File: src/rtl/atc_pkg.sv
package atc_pkg;
  typedef enum logic [1:0] {
    ST_IDLE  = 2'd0,
    ST_ARMED = 2'd1,
    ST_TRIG  = 2'd2,
    ST_DONE  = 2'd3
  } atc_state_e;
endpackage

File: src/rtl/atc_match.sv
module atc_match #(
  parameter int DATA_W = 8
) (
  input  logic [DATA_W-1:0] data_i,
  input  logic [DATA_W-1:0] pattern_i,
  input  logic [DATA_W-1:0] mask_i,
  output logic              match_o
);
  logic [DATA_W-1:0] bit_ok;

  for (genvar i = 0; i < DATA_W; i++) begin : g_bit
    // unmasked bits always agree
    assign bit_ok[i] = ~mask_i[i] | (data_i[i] ~^ pattern_i[i]);
  end

  assign match_o = &bit_ok;
endmodule

File: src/rtl/atc_trig_sel.sv
module atc_trig_sel (
  input  logic smp_vld_i,
  input  logic trig_en_i,
  input  logic ext_trig_i,
  input  logic match_i,
  output logic hit_o
);
  logic int_hit;

  assign int_hit = trig_en_i & match_i;
  // external path skips trig_en_i, both respect the sample qualifier
  assign hit_o   = smp_vld_i & (int_hit | ext_trig_i);
endmodule

File: src/rtl/arm_trig_ctrl.sv
module arm_trig_ctrl
  import atc_pkg::*;
#(
  parameter int DATA_W = 8
) (
  input  logic              clk_i,
  input  logic              rst_ni,
  input  logic              run_i,
  input  logic              host_arm_i,
  input  logic              smp_vld_i,
  input  logic              trig_en_i,
  input  logic              ext_trig_i,
  input  logic [DATA_W-1:0] data_i,
  input  logic [DATA_W-1:0] pattern_i,
  input  logic [DATA_W-1:0] mask_i,
  input  logic              cap_done_i,
  input  logic              done_ack_i,
  output logic              armed_o,
  output logic              triggered_o,
  output logic              done_o
);
  atc_state_e state_q, state_d;
  logic       match, hit;

  atc_match #(.DATA_W(DATA_W)) u_match (
    .data_i    (data_i),
    .pattern_i (pattern_i),
    .mask_i    (mask_i),
    .match_o   (match)
  );

  atc_trig_sel u_sel (
    .smp_vld_i  (smp_vld_i),
    .trig_en_i  (trig_en_i),
    .ext_trig_i (ext_trig_i),
    .match_i    (match),
    .hit_o      (hit)
  );

  always_comb begin
    state_d = state_q;
    unique case (state_q)
      ST_IDLE:  if (run_i || host_arm_i)      state_d = ST_ARMED;
      ST_ARMED: if (hit)                      state_d = ST_TRIG;
      ST_TRIG:  if (cap_done_i)               state_d = ST_DONE;
      ST_DONE:  if (done_ack_i && !run_i)     state_d = ST_IDLE;
      default:                                state_d = ST_IDLE;
    endcase
  end

  always_ff @(posedge clk_i or negedge rst_ni) begin
    if (!rst_ni) state_q <= ST_IDLE;
    else         state_q <= state_d;
  end

  assign armed_o     = (state_q == ST_ARMED);
  assign triggered_o = (state_q == ST_TRIG);
  assign done_o      = (state_q == ST_DONE);
endmodule

File: config.mk
export PLATFORM = sky130hd
export DESIGN_NAME = arm_trig_ctrl
export DESIGN_NICKNAME = d
export VERILOG_FILES = /design/src/rtl/atc_pkg.sv /design/src/rtl/atc_match.sv /design/src/rtl/atc_trig_sel.sv /design/src/rtl/arm_trig_ctrl.sv
export SDC_FILE = /design/constraint.sdc
export NUM_CORES = 1
export LEC_CHECK = 0
export BUFFER_PORTS_ARGS = -buffer_cell sky130_fd_sc_hd__buf_4
export CORE_AREA = 2 2 39 41
export DETAILED_ROUTE_END_ITERATION = 8
export DIE_AREA = 0 0 41 43
export GPL_ROUTABILITY_DRIVEN = 0
export GPL_TIMING_DRIVEN = 1
export SKIP_LAST_GASP = 1
export SYNTH_ARGS = -nofsm -noshare
export SYNTH_HDL_FRONTEND = slang
export SYNTH_SLANG_ARGS = --single-unit
File: constraint.sdc
create_clock -name clk_i -period 2.19 [get_ports clk_i]
set_input_delay 0.438 -clock clk_i [delete_from_list [all_inputs] [get_ports clk_i]]
set_output_delay 0.438 -clock clk_i [all_outputs]
set_load 0.1 [all_outputs]
==> metrics.txt <==
switch share=56.30%; DP Cell Count=85; CTS Sinks=2; fin crit share=between 80 and 90%; max-cap violations=0; syn_nets=just over 70; Initial Util=22.24%; Max stage delay on crit path=360 ps; max reg flops=2; Final Core Density=between 40 and 50%; hpwl dp=between 700 and 800 µm; global-route wire length before repair=between 1000 and 1500 µm; Buf/Inv on CP=1; RSZ-0062 raised after global routing=false; detailed-route wire length per cell=around 9.5 µm; Mapped Cells=34; TritonCTS clock tree=yes; Pint=between 200 and 300 µW; clk_skew=3.362 ps; largest family of logic cells by synthesized area=XOR/XNOR gates; DR DRC count=0; Synth Area in Simple Gates=14.23%; mux cell area share after synthesis=a little under 7%; fill cell count=140; # port buffers=35; Leak=between 0.0003 and 0.0004 µW; P_sw=between 300 and 400 µW; initial antenna violation count=0; most frequent cells in the layout=buf_4 (35), xor2_1 (8), ha_1 (5); crit path time final=around 1800 ps; Pre-Repair DR Iteration Count=4; GRT Residual Overflow=0; core area=around 1400 µm²; WS Path Type=reg -> reg; drt first-iter violations=9; Worst Max-Slew Pin Slew=roughly 310 ps; Top reg by flops=state_q; Slew headroom=between 70% and 80%; Yosys reg bits=2; DRT antenna net count=0; post-place instance area=about 590 µm²; CTS root buf=clkbuf_4; Final Hold Viols=0; CTS buffer count=3; row count=14; max-slew violations=0; Post-Route WL=844 µm; Yosys warnings=0; Worst-path clk slew=30 ps; cell area after layout=slightly above 600 µm²; Setup crit start kind=register; P per Cell Area=1040 nW/µm²; Die Wd=41 µm; part of the power in combinational logic=approximately 76%; Adder-Cell Fraction of Synth Area=between 20 and 25%; Flop pwr share=about an eighth; VDD IR max=just under 0.7 mV; Synth Area in Compound Gates=15.85%; IO Count=36; Tot Pwr=648.3 µW; Clock Path Buffers=2; pin count of the biggest net entering global routing=5; fraction of layout instances using a drive strength above 1=around 55%; Setup Fix Bufs, Post-CTS=0; Max Fanout on Critical Path=4; antenna cells=0; critical-path cell list=inv_1, ha_1, a221oi_2, nand4_1, o21ai_2, mux2_1; Skew-Pair Late Insertion Delay=about 220 ps; Fin Setup TNS=0 ps; nets=113; Post-Syn Area per Cell=9.053 µm²; Post-Synth XOR/XNOR Area=between 20% and 30%; status=finished clean; biggest regs=state_q: 2 flops; Arrival @ worst endpoint=around 1900 ps; most common cell after layout, fill and taps aside=buf_4; clock power share=about an eighth; via-per-instance ratio=around 4.2; Crit path max-delay family=compound AO/OA/AOI/OAI gates; Die Ht=43 µm; DIE AREA=between 1500 and 2000 µm²; vias in the first global route=between 300 and 400; sequential area share after synthesis=approximately 16%; endpoints failing setup=0; Synth Cell Area=307.8 µm²; fin cells=89; WP data required=about 2300 ps; CP Capture Type=register; Crit-path slowest cell=dfrtp_1; Layout area overhead=102.4%; gr usage total=11.24%; Hold Path Class=in -> async; DR vias=around 370; post-synth cell types=16; fmax=around 0.56 GHz; H-tree depth=1
synthesized netlist by cell type:
master    n  area [µm²]
xor2_1    8       70.07
a22oi_1   2       15.01
a221oi_2  1       15.01
dfrtp_1   2       50.05
nand2_1   4       15.01
mux2i_1   1       10.01
ha_1      5       62.56
o21ai_2   1       8.760
nor3b_1   1       7.510
mux2_1    1       11.26
nand2b_1  1       6.260
a222oi_1  1       10.01
nor2_1    1       3.750
nand3_1   1       5.000
nand4_1   1       6.260
inv_1     3       11.26
layout make-up:
class,instances,area [µm²],share of cell area [%]
Timing Repair Buffer,36,272.8,43.78
Multi-Input combinational cell,29,246.5,39.56
Clock buffer,3,22.52,3.614
Tap cell,16,20.02,3.213
Sequential cell,2,50.05,8.032
Inverter,3,11.26,1.807
per-stage QoR:
stage | hold slack [ps] | worst slack (ps)
after floorplan | 142.4 | 19.45
after global placement | 223.6 | 352.8
after detailed placement | 222.3 | 374.3
after CTS | 531.0 | 392.9
after global routing | 530.3 | 249.5
final | 539.6 | 412.9
worst reg2reg max path: stages (launching register included):
cell and delay (ps):
dfrtp_1 360, inv_1 100, ha_1 250, a221oi_2 280, nand4_1 140, o21ai_2 190, mux2_1 340
kinds of logic after synthesis:
kind of cell             after synthesis
AO/OA/AOI/OAI                          5
XOR/XNOR                               8
adder cells (fa/ha/maj)                5
buffers and inverters                  3
flip-flops                             2
multiplexers                           2
AND/OR/NAND/NOR                        9
final timing paths:
kind | from | to | slack [ps] | cells after the start
worst max-delay path | state_q[0] | state_q[1] | 410 | 6
worst min-delay path | rst_ni | state_q[1] | 540 | 2
worst max register to register | state_q[0] | state_q[1] | 410 | 6
worst min register to register | state_q[1] | state_q[1] | 550 | 1
max in group asynchronous | rst_ni | state_q[0] | 1560 | 2
min in group clk_i | state_q[1] | state_q[1] | 550 | 1
timing repair:
action	CTS	global route
endpoints found under the hold margin	2	0
gates resized for setup	0	0
hold buffers	1	0
power groups by stage:
stage          registers [µW]  logic [µW]  clock network (µW)
6_report                 75.5         494                78.8
3_3_place_gp             76.3         494                   0
3_5_place_dp             76.7         497                   0
5_1_grt                  79.6         544                87.9
2_1_floorplan            72.9         388                   0
4_1_cts                  76.3         499                83.7
per-layer routing:
metal	vias up	GRT usage, %	wire length (µm)	part of all wire (%)
met5	-	0	0	0
met4	0	5.333	0	0
met3	0	1.571	71	8.4
met2	14	19.69	440	52
met1	162	12.22	332	39
li1	197	-	-	-
(Power assumes the default switching activity.)
